===== src/rtl/tdm_tx_pkg.sv =====
package tdm_tx_pkg;

  localparam int unsigned DEF_SAMPLE_W = 16;
  localparam int unsigned DEF_NUM_CH   = 16;
  localparam int unsigned DEF_SLOT_W   = 32;

  // Bit-clock events seen from the master clock domain
  typedef struct packed {
    logic fall;  // bclk is high now and drops at the next edge
    logic rise;  // bclk is low now and rises at the next edge
  } bclk_evt_t;

endpackage


===== src/rtl/tdm_bclk_gen.sv =====
module tdm_bclk_gen
  import tdm_tx_pkg::*;
(
  input  logic      clk,
  input  logic      rst,
  output logic      bclk,
  output bclk_evt_t evt
);

  always_ff @(posedge clk) begin
    if (rst) bclk <= 1'b0;
    else     bclk <= ~bclk;
  end

  assign evt.fall = bclk;
  assign evt.rise = ~bclk;

  AST_BCLK_TOGGLES: assert property (@(posedge clk) disable iff (rst)
    1'b1 |=> (bclk != $past(bclk)));

endmodule


===== src/rtl/tdm_frame_ctr.sv =====
module tdm_frame_ctr #(
  parameter int unsigned FRAME_BITS = 256
) (
  input  logic clk,
  input  logic rst,
  input  logic adv,
  output logic boundary,
  output logic fsync,
  output logic frame_start
);

  localparam int unsigned CNT_W = $clog2(FRAME_BITS);
  localparam logic [CNT_W-1:0] LAST = CNT_W'(FRAME_BITS - 1);
  localparam logic [CNT_W-1:0] PRE_LAST = CNT_W'(FRAME_BITS - 2);

  logic [CNT_W-1:0] bit_idx;

  // Boundary: the last master cycle of the frame's final bit
  assign boundary = adv && (bit_idx == LAST);

  always_ff @(posedge clk) begin
    if (rst) begin
      bit_idx     <= PRE_LAST;
      fsync       <= 1'b0;
      frame_start <= 1'b0;
    end else begin
      frame_start <= boundary;
      if (adv) begin
        bit_idx <= (bit_idx == LAST) ? '0 : bit_idx + 1'b1;
        fsync   <= (bit_idx == PRE_LAST);
      end
    end
  end

  AST_FSYNC_LAST_BIT: assert property (@(posedge clk) disable iff (rst)
    fsync |-> (bit_idx == LAST));

  AST_FSTART_PULSE: assert property (@(posedge clk) disable iff (rst)
    frame_start |=> !frame_start);

endmodule


===== src/rtl/tdm_pack.sv =====
module tdm_pack #(
  parameter int unsigned SAMPLE_W = 16,
  parameter int unsigned NUM_CH   = 16,
  parameter int unsigned SLOT_W   = 32
) (
  input  logic [NUM_CH*SAMPLE_W-1:0] samples,
  output logic [NUM_CH*SAMPLE_W-1:0] frame
);

  localparam int unsigned CH_PER_SLOT = SLOT_W / SAMPLE_W;
  localparam int unsigned NUM_SLOTS   = NUM_CH / CH_PER_SLOT;
  localparam int unsigned FRAME_BITS  = NUM_CH * SAMPLE_W;

  // Slot 0 leaves first: it sits at the top of the frame vector.
  // Inside a slot the lower-numbered channel takes the upper bits.
  for (genvar s = 0; s < NUM_SLOTS; s++) begin : g_slot
    for (genvar h = 0; h < CH_PER_SLOT; h++) begin : g_half
      localparam int unsigned CH  = s * CH_PER_SLOT + h;
      localparam int unsigned TOP = FRAME_BITS - 1 - s * SLOT_W - h * SAMPLE_W;
      assign frame[TOP -: SAMPLE_W] = samples[CH*SAMPLE_W +: SAMPLE_W];
    end
  end

endmodule


===== src/rtl/tdm_shifter.sv =====
module tdm_shifter #(
  parameter int unsigned FRAME_BITS = 256
) (
  input  logic                  clk,
  input  logic                  rst,
  input  logic                  adv,
  input  logic                  load,
  input  logic [FRAME_BITS-1:0] load_data,
  output logic                  sdata
);

  logic [FRAME_BITS-1:0] remain;

  always_ff @(posedge clk) begin
    if (rst) begin
      remain <= '0;
      sdata  <= 1'b0;
    end else if (adv) begin
      if (load) begin
        sdata  <= load_data[FRAME_BITS-1];
        remain <= {load_data[FRAME_BITS-2:0], 1'b0};
      end else begin
        sdata  <= remain[FRAME_BITS-1];
        remain <= {remain[FRAME_BITS-2:0], 1'b0};
      end
    end
  end

endmodule


===== src/rtl/tdm16_tx.sv =====
module tdm16_tx
  import tdm_tx_pkg::*;
#(
  parameter int unsigned SAMPLE_W = DEF_SAMPLE_W,
  parameter int unsigned NUM_CH   = DEF_NUM_CH,
  parameter int unsigned SLOT_W   = DEF_SLOT_W
) (
  input  logic                       clk,
  input  logic                       rst,
  input  logic                       s_valid,
  output logic                       s_ready,
  input  logic [NUM_CH*SAMPLE_W-1:0] s_samples,
  input  logic                       underrun_clr,
  output logic                       bclk,
  output logic                       fsync,
  output logic                       sdata,
  output logic                       frame_start,
  output logic                       underrun
);

  localparam int unsigned FRAME_BITS = NUM_CH * SAMPLE_W;

  bclk_evt_t             evt;
  logic                  boundary;
  logic [FRAME_BITS-1:0] packed_frame;
  logic [FRAME_BITS-1:0] next_frame;

  tdm_bclk_gen u_bclk (
    .clk  (clk),
    .rst  (rst),
    .bclk (bclk),
    .evt  (evt)
  );

  tdm_frame_ctr #(.FRAME_BITS(FRAME_BITS)) u_ctr (
    .clk         (clk),
    .rst         (rst),
    .adv         (evt.fall),
    .boundary    (boundary),
    .fsync       (fsync),
    .frame_start (frame_start)
  );

  tdm_pack #(.SAMPLE_W(SAMPLE_W), .NUM_CH(NUM_CH), .SLOT_W(SLOT_W)) u_pack (
    .samples (s_samples),
    .frame   (packed_frame)
  );

  // A missing set becomes a frame of zeros
  assign next_frame = s_valid ? packed_frame : '0;
  assign s_ready    = boundary;

  tdm_shifter #(.FRAME_BITS(FRAME_BITS)) u_shift (
    .clk       (clk),
    .rst       (rst),
    .adv       (evt.fall),
    .load      (boundary),
    .load_data (next_frame),
    .sdata     (sdata)
  );

  always_ff @(posedge clk) begin
    if (rst)                      underrun <= 1'b0;
    else if (boundary && !s_valid) underrun <= 1'b1;
    else if (underrun_clr)        underrun <= 1'b0;
  end

  AST_DATA_ON_FALL: assert property (@(posedge clk) disable iff (rst)
    !$stable(sdata) |-> $fell(bclk));

  AST_FSYNC_ON_FALL: assert property (@(posedge clk) disable iff (rst)
    !$stable(fsync) |-> $fell(bclk));

  AST_READY_SINGLE: assert property (@(posedge clk) disable iff (rst)
    s_ready |=> !s_ready);

  AST_READY_BCLK_HIGH: assert property (@(posedge clk) disable iff (rst)
    s_ready |-> bclk);

  AST_UNDERRUN_HOLD: assert property (@(posedge clk) disable iff (rst)
    ($past(underrun) && !$past(underrun_clr)) |-> underrun);

  AST_UNDERRUN_SET: assert property (@(posedge clk) disable iff (rst)
    (s_ready && !s_valid) |=> underrun);

  AST_FSTART_AFTER_READY: assert property (@(posedge clk) disable iff (rst)
    frame_start |-> $past(s_ready));

endmodule


===== config.mk =====
export PLATFORM = sky130hd
export DESIGN_NAME = tdm16_tx
export DESIGN_NICKNAME = d
export VERILOG_FILES = /design/src/rtl/tdm_tx_pkg.sv /design/src/rtl/tdm_bclk_gen.sv /design/src/rtl/tdm_frame_ctr.sv /design/src/rtl/tdm_pack.sv /design/src/rtl/tdm_shifter.sv /design/src/rtl/tdm16_tx.sv
export SDC_FILE = /design/constraint.sdc
export NUM_CORES = 1
export LEC_CHECK = 0
export ABC_AREA = 0
export BUFFER_PORTS_ARGS = -buffer_cell sky130_fd_sc_hd__buf_2
export CAP_MARGIN = 30
export CORE_ASPECT_RATIO = 0.75
export CORE_UTILIZATION = 45
export DETAILED_ROUTE_END_ITERATION = 8
export GPL_ROUTABILITY_DRIVEN = 0
export PLACE_DENSITY = 0.76
export REMOVE_ABC_BUFFERS = 1
export SYNTH_ARGS = -nofsm -noshare
export SYNTH_HDL_FRONTEND = slang
export SYNTH_SLANG_ARGS = --single-unit
export TNS_END_PERCENT = 20

===== constraint.sdc =====
create_clock -name clk -period 2 [get_ports clk]
set_clock_uncertainty 0.2 [all_clocks]
set_input_delay 0 -clock clk [delete_from_list [all_inputs] [get_ports clk]]
set_output_delay 0 -clock clk [all_outputs]
set_load 0.02 [all_outputs]

==> flow_summary.toml, run 1 <==
[status]
status = "finished with violations"
violations = "setup timing"

[critical_path]
path_buf_inv = 2
worst_setup_path_end_kind = "flop"
cp-start-kind = "flop"
r2r_slack_ns = -0.002
crit_cells = 5
required_ns = 2.23
worstPathMaxFanout = 63
cp_top_family = "simple AND/OR/NAND/NOR gates"
slowest_delay_ns = 0.44
crit_type = "flop to flop"
cp_slowest_cell = "dfxtp_2"
r2r_cells = 5
worstPathArrival_ns = 2.23
path_cells = "and3b_4 > buf_12 > buf_4 > nand4_1 > o211ai_2"

[drt]
wl_per_cell_um = 18.3
vias_per_cell = 5.83
drtIter0Drc = 923
post-route-drc-count = 0
ant_nets = 0
firstDrtPassIters = 7
num_vias = 13900
drt_wl_total_um = 43700

[clocking]
cts-root-buf = "clkbuf_16"
cts_max_level = 1
insertion_delay_ns = 0.53
clk_pin_slew_ns = 0.06
numCtsBuffers = 27
cts_tree = "yes"
clock_path_buffers = 3
cts_sinks = 268

[power_and_ir_drop]
powerDensity_nw_per_um2 = 662
design_power_total_w = 0.0122
p_leak_nw = 7.59
power.ir.vdd_worst_uv = 537

[final_layout]
syn_to_final_growth_pct = 39.5
finalNonFillerCells = 2380
fin_nets = 2234
drive_gt1_frac = 0.292

[timing]
maxSlewViolCount = 0
hold_viol_final = 0
tightest_slew_ns = 0.444
fin_ws_ns = -0.00162
fin_crit_sh = 1.00
fmax_ghz = 0.500
setup_viol = 1
period_minus_slack_ns = 2.00
slew_headroom = 0.704

[logic_synthesis]
synthTopCellsByCount = "520 x nand2_1, 268 x dfxtp_1, 259 x nand4_1"
syn_inst = 1513
synth_edf_count = 0
ys_warn_count = 0
synth_area_per_cell_sq_um = 8.69
yosys.area.top_type = "dfxtp_1"
async_flop_share = 0
synth_flop_cell = "dfxtp_1"
synth_top_area_frac = 0.408
synth_area_sq_um = 13200
ys_ff_latch = 268
yosys.cell_count.top_type = "nand2_1"
synth_seq_area_share = 0.408
post_synth_num_cell_types = 32
ys_top_cells_by_area = "dfxtp_1 41%, o211ai_2 18%, nand2_1 15%, nand4_1 12%, buf_2 4.0%"

[worst_hold_path]
min-delay-path-class = "input port to flop"
hold_depth = 4

[floorplanning]
start_util = 0.463
die_area_sq_um = 29900
io_pins = 266
core_area_sq_um = 28400
die_w_um = 199
die_y_um = 150
rows = 53

[placed_design]
dp.cells = 2063
hpwl_um = 22900
io_buffers = 265

[global_routing]
grt_pass1_vias = 13400
antenna_found_initial = 7
grt_max_degree = 93
grt_pass1_wl_um = 67400
grt_usage = 0.278
gr-total-overflow = 0

[job]
drv_cap = 0
-- sequential cells by signal, summed over array words and instances (netlist names) --
name and flops:
u_shift.remain 255, u_ctr.bit_idx 8, u_bclk.bclk 1, u_ctr.frame_start 1, u_ctr.fsync 1, u_shift.sdata 1
underrun 1
-- metrics by stage --
| step | utilization | setup WS, ns | hold slack [ns] | area, sq um | setup TNS (ns) |
|---|---|---|---|---|---|
| CTS | 0.645 | 0.0722 | 0.0295 | 18300 | 0 |
| global route | 0.646 | -0.0417 | 0.0740 | 18300 | -0.0417 |
| floorplan | - | -7.23 | -0.131 | 12100 | -1811.38 |
| finish | 0.646 | -0.00162 | 0.0657 | 18300 | -0.00162 |
| detailed placement | 0.523 | 0.0737 | 0.0520 | 14900 | 0 |
| global placement | 0.523 | 0.143 | 0.0519 | 14900 | 0 |
-- cells in the final DEF, fill, tap and decap left out, types with 3 or more instances in the layout --
cell / instances
dlygate4sd3_1: 259
nand2_1: 520
o211ai_1: 65
inv_1: 4
buf_4: 46
clkbuf_1: 8
clkbuf_16: 28
nand3_1: 4
a21oi_1: 3
o21ai_0: 4
buf_2: 264
o211ai_2: 190
clkinv_2: 3
dfxtp_1: 265
diode_2: 8
nand4_1: 259
buf_12: 33
clkbuf_8: 5
-- path summary, 6_finish.rpt --
kind / start / endpoint
hold reg to reg: u_shift.remain[240] / u_shift.remain[241]
setup reg to reg: u_bclk.bclk / u_shift.remain[38]
setup / recovery: u_bclk.bclk / u_shift.remain[38]
hold / removal: s_samples[235] / u_shift.remain[28]
-- final cells by class --
class | count | area, sq um
Timing Repair Buffer | 603 | 4940
Clock buffer | 40 | 774
Tap cell | 385 | 482
Sequential cell | 268 | 5370
Multi-Input combinational cell | 1068 | 6710
Clock inverter | 4 | 22.5
Fill cell | 2091 | 10000
Antenna cell | 8 | 20.0
Inverter | 4 | 15.0
-- routing by layer --
| layer | track usage | wire length, um |
|---|---|---|
| met1 | 0.344 | 17500 |
| met2 | 0.456 | 20300 |
| met3 | 0.0609 | 3890 |
| met4 | 0.138 | 1960 |
| met5 | 0 | 0 |
-- kinds of logic (layout without fill, tap and decap cells) --
family                   count (synthesis)  after routing  share of synthesized area
AND/OR/NAND/NOR                        796            796                      0.280
adder cells (fa/ha/maj)                  2              2                    0.00190
other                                    0              8                          0
AO/OA/AOI/OAI                          267            267                      0.224
buffers and inverters                  177            651                     0.0840
XOR/XNOR                                 3              3                    0.00200
flip-flops                             268            268                      0.408
-- report_power, final --
part	internal (W)	switching [W]	total, W
combinational	0.000863	0.00115	0.00201
sequential	0.00539	0.0000426	0.00543
clock	0.00265	0.00206	0.00471
-- worst min-delay path, cell delays in order --
cell,delay [ns]
dlygate4sd3_1,0.51
buf_2,0.10
nand4_1,0.08
o211ai_2,0.07
-- repair_timing --
action	CTS	global route
hold buffers	259	0
resized for setup	7	0
setup buffers	5	0
endpoints found under the hold margin	268	0
endpoints found under the setup margin	1	1
gates cloned	0	1
pin swaps	2	0
No activity file was read; power rests on OpenSTA's default activity.
==> inputs of run 2 (changes only) <==
- SLEW_MARGIN: default -> 20
- clock period: 2 -> 1.9 ns (I/O delays scaled with it)
==> run 2 against run 1 <==
- the run still ends with setup timing left
- via count increased by 1.5%
- clock-buffer cell count decreased by 4
- setup slack got worse by 0.048 ns
- worst hold slack got worse by 0.024 ns
- non-clock buffer count increased by 4
- first-iteration DRC count increased by 9.5%
- flip-flop and latch count unchanged
- sequential share of layout area decreased by 0.42 points
- die area unchanged
- critical path depth increased by 1
- maximum frequency increased by 2.7%
==> flow_summary.toml, run 2 (same netlist as run 1, synthesis figures left out) <==
[power_and_ir_drop]
power.ir.vdd_worst_uv = 680
design_power_total_w = 0.0136
powerDensity_nw_per_um2 = 731
p_leak_nw = 7.71

[floorplanning]
start_util = 0.463
io_pins = 266
core_area_sq_um = 28400
die_area_sq_um = 29900
die_y_um = 150
rows = 53
die_w_um = 199

[drt]
drtIter0Drc = 1011
drt_wl_total_um = 44900
ant_nets = 0
wl_per_cell_um = 18.8
num_vias = 14100
firstDrtPassIters = 7
vias_per_cell = 5.90
post-route-drc-count = 0

[critical_path]
worstPathMaxFanout = 76
worst_setup_path_end_kind = "flop"
cp-start-kind = "flop"
crit_start = "u_ctr.bit_idx[0]"
worstPathArrival_ns = 2.22
required_ns = 2.17
crit_type = "flop to flop"
r2r-start = "u_ctr.bit_idx[0]"

[placed_design]
post_dp_cell_area_sq_um = 14800
hpwl_um = 23100
io_buffers = 265

[timing]
fmax_ghz = 0.513
hold_slack_ns = 0.0421
hold_viol_final = 0
maxSlewViolCount = 0
slew_headroom = 0.641
tns_ns = -0.0719
fin_crit_sh = 1.03
rsz0062_at_grt = "true"
period_minus_slack_ns = 1.95
setup_viol = 3
fin_ws_ns = -0.0495
tightest_slew_ns = 0.538

[final_layout]
final_common_cell = "nand2_1"
reg_top3 = "u_shift.remain: 255 flops, u_ctr.bit_idx: 8 flops"
multi_input_area_sq_um = 6720
drive_gt1_frac = 0.300
design_area_sq_um = 18600
most-common-layout-cells = "520 x nand2_1, 264 x buf_2, 261 x dfxtp_1"
fin_util = 0.656
regMostFlops = "u_shift.remain"
num-fill-cells = 2057
largest_reg_flops = 255
seqCellArea_sq_um = 5370
syn_to_final_growth_pct = 41.6
fin_nets = 2238

[clocking]
insertion_delay_ns = 0.54
numCtsBuffers = 27
clock_path_buffers = 3
cts_tree = "yes"
cts_sinks = 268
cts_max_level = 1
clk_pin_slew_ns = 0.07
cts-root-buf = "clkbuf_16"

[global_routing]
use_met2 = 0.471
use_met3 = 0.0732
grt_pass1_wl_um = 68900
grt_pass1_vias = 13700
met1_usage = 0.342
grt_usage = 0.285
grt_most_used_layer = "met2"
grt_max_degree = 116
antenna_found_initial = 5
gr-total-overflow = 0

[status]
status = "finished with violations"
violations = "setup timing"

[worst_hold_path]
min-delay-path-class = "input port to flop"
hp-start = "s_samples[127]"

[job]
drv_cap = 0
## run 2: path summary, 6_finish.rpt
path | slack (ns) | depth (start not counted) | to
setup / recovery | -0.05 | 6 | u_shift.remain[150]
hold / removal | 0.04 | 4 | u_shift.remain[144]
setup reg to reg | -0.05 | 6 | u_shift.remain[150]
hold reg to reg | 0.27 | 2 | u_shift.remain[243]
## run 2: repair_timing
action | CTS | global route
endpoints found under the hold margin | 268 | 0
pin swaps | 3 | 6
hold buffers | 259 | 0
resized for setup | 9 | 7
setup endpoints to repair | 1 | 92
gates cloned | 1 | 3
buffers inserted | 5 | 2
## run 2: layer usage
layer,share of wire,vias to the layer above
met5,0.00056,-
met4,0.051,4
met3,0.092,213
met1,0.39,6611
li1,-,6416
met2,0.47,831
## run 2: per-stage QoR
step           setup slack, ns  cells
2_1_floorplan            -7.33   1340
3_3_place_gp             0.124   2062
3_5_place_dp            0.0621   2062
4_1_cts                0.00790   2377
5_1_grt                -0.0560   2385
6_report               -0.0495   2386
## run 2: layout make-up
cell class,instances,area share
flip-flops and latches,268,0.289
diodes,4,0.000538
repair buffers,607,0.272
inverters,4,0.000806
clock inverters,14,0.0100
well taps,385,0.0259
multi-input cells,1068,0.361
clock buffers,36,0.0413
## run 2: worst max-delay path, stage by stage, from the launching register on
cell,delay (ns)
dfxtp_2,0.35
ha_4,0.16
buf_6,0.10
and4_4,0.31
buf_12,0.29
nand4_1,0.25
o211ai_2,0.12
## run 2: power breakdown
group,total [W],internal [W],switching [W]
Combinational,0.00216,0.000932,0.00123
Clock,0.00573,0.00339,0.00233
Sequential,0.00572,0.00567,0.0000458
Total,0.0136,0.0100,0.00361
==> inputs of run 3 (changes only) <==
- GPL_TIMING_DRIVEN: default -> 0
- HOLD_SLACK_MARGIN: default -> 0.06
- PLACE_DENSITY: 0.76 -> 0.75
- SYNTH_HIERARCHICAL: default -> 1
==> run 3 against run 2 <==
- the run still ends with setup timing left
- core utilization down 2.8 points
- synthesized area up 19%
- non-clock buffer count up 107
- total power up 12%
- critical endpoint is now u_shift/remain[80]
- largest power group is now sequential cells
==> flow_summary.toml, run 3 <==
[drt]
vias_per_cell = 5.39
firstDrtPassIters = 5
num_vias = 13800
ant_nets = 0
drtIter0Drc = 1191
drt_wl_total_um = 49300
post-route-drc-count = 0
wl_per_cell_um = 19.3

[final_layout]
largest_reg_flops = 255
syn_to_final_growth_pct = 35.6
design_area_sq_um = 21300
reg_top3 = "u_shift/remain: 255 flops, u_ctr/bit_idx: 8 flops"
drive_gt1_frac = 0.225
fin_util = 0.628
most-common-layout-cells = "360 x dlygate4sd3_1, 261 x buf_2, 260 x dfxtp_1"
regMostFlops = "u_shift/remain"
fin_nets = 2345
final_common_cell = "dlygate4sd3_1"

[floorplanning]
io_pins = 266
die_w_um = 218
start_util = 0.463
die_area_sq_um = 35600
die_y_um = 164
rows = 58
core_area_sq_um = 33900

[worst_hold_path]
min-delay-path-class = "input port to flop"

[power_and_ir_drop]
switching_share = 0.275
p_seq_frac = 0.419
clkPwrFrac = 0.360
power.ir.vdd_worst_uv = 618
p_int_w = 0.0110
p_leak_nw = 7.99
comb_power_share = 0.221
powerDensity_nw_per_um2 = 713
switching_power_w = 0.00417

[logic_synthesis]
ys_warn_count = 6
synth_area_per_cell_sq_um = 9.02
synth_area_sq_um = 15700
syn_inst = 1739

[timing]
hold_slack_ns = 0.241
slew_headroom = 0.580
period_minus_slack_ns = 2.24
tightest_slew_ns = 0.630
setup_viol = 223
fin_crit_sh = 1.18
tns_ns = -33.40
fin_ws_ns = -0.338
rsz0062_at_grt = "true"
hold_viol_final = 0
fmax_ghz = 0.447
maxSlewViolCount = 0

[critical_path]
path_cells = "buf_12 > nand4_4 > nor2_4 > buf_12 > buf_12 > buf_16 > buf_16 > buf_12 > mux2i_1 > a211oi_1"
required_ns = 2.13
cp-start-kind = "flop"
slowest_delay_ns = 0.37
cpMostUsedCell = "buf_12"
worst_setup_path_end_kind = "flop"
path_buf_inv = 6
cp_top_family = "buffers and inverters"
worstPathMaxFanout = 8
worstPathArrival_ns = 2.47
crit_type = "flop to flop"
cp_slowest_cell = "dfxtp_4"

[global_routing]
grt_usage = 0.255
grt_max_degree = 157
grt_pass1_wl_um = 73100
grt_pass1_vias = 13900
antenna_found_initial = 5
gr-total-overflow = 0

[clocking]
cts-root-buf = "clkbuf_16"
clock_path_buffers = 3
numCtsBuffers = 28
cts_sinks = 268
cts_max_level = 1
insertion_delay_ns = 0.56
clk_pin_slew_ns = 0.07
cts_tree = "yes"

[placed_design]
pre_cts_ws_ns = -1.47
post_dp_cell_area_sq_um = 15200
hpwl_um = 19800
io_buffers = 265

[status]
violations = "setup timing"
status = "finished with violations"

[job]
drv_cap = 0
## run 3: power groups by stage
stage | clock network (W) | registers [W] | logic, W
after floorplan | 0 | 0.00650 | 0.00175
after global placement | 0 | 0.00660 | 0.00255
after detailed placement | 0 | 0.00642 | 0.00206
after CTS | 0.00554 | 0.00629 | 0.00300
after global routing | 0.00582 | 0.00639 | 0.00357
final | 0.00547 | 0.00636 | 0.00335
## run 3: area by class of cell
type,instances,area (sq um)
Antenna cell,5,12.5
Clock buffer,46,880
Clock inverter,2,10.0
Fill cell,2354,12600
Inverter,6,22.5
Multi-Input combinational cell,1065,7750
Sequential cell,268,5380
Tap cell,450,563
Timing Repair Buffer,714,6660
## run 3: what timing repair did
item	4_1_cts	5_1_grt
pin swaps	58	46
hold endpoints to repair	268	0
gates cloned	17	3
hold buffers	360	0
buffers inserted	37	9
gates resized for setup	69	83
endpoints found under the setup margin	263	246
## run 3: through the flow
stage	std cells	power (W)
global route	2556	0.0158
CTS	2540	0.0148
detailed placement	2078	0.00847
global placement	2054	0.00914
floorplan	1339	0.00825
finish	2556	0.0152
## run 3: path summary, 6_finish.rpt
| check | from | to | slack, ns | depth (start not counted) |
|---|---|---|---|---|
| min | s_valid | u_shift/remain[202] | 0.24 | 5 |
| max reg2reg | u_bclk/bclk | u_shift/remain[80] | -0.34 | 10 |
| max | u_bclk/bclk | u_shift/remain[80] | -0.34 | 10 |
| min reg2reg | u_shift/remain[120] | u_shift/remain[120] | 0.28 | 2 |
## run 3: layer usage
metal / wire (um) / track usage / vias up / part of all wire
met1: 19700 / 0.306 / 6478 / 0.40
met3: 3510 / 0.0461 / 185 / 0.071
met5: 0 / 0 / - / 0
met4: 2090 / 0.102 / 0 / 0.042
met2: 24100 / 0.450 / 701 / 0.49
li1: - / - / 6407 / -
## run 3: worst register-to-register path: cells and delay by family (launching register included)
family                 cells  cell delay, ns
AOI/OAI and AO/OA          1            0.37
buffers and inverters      6            0.79
DFF                        1            0.37
muxes                      1            0.09
and+or+nand+nor            2            0.30
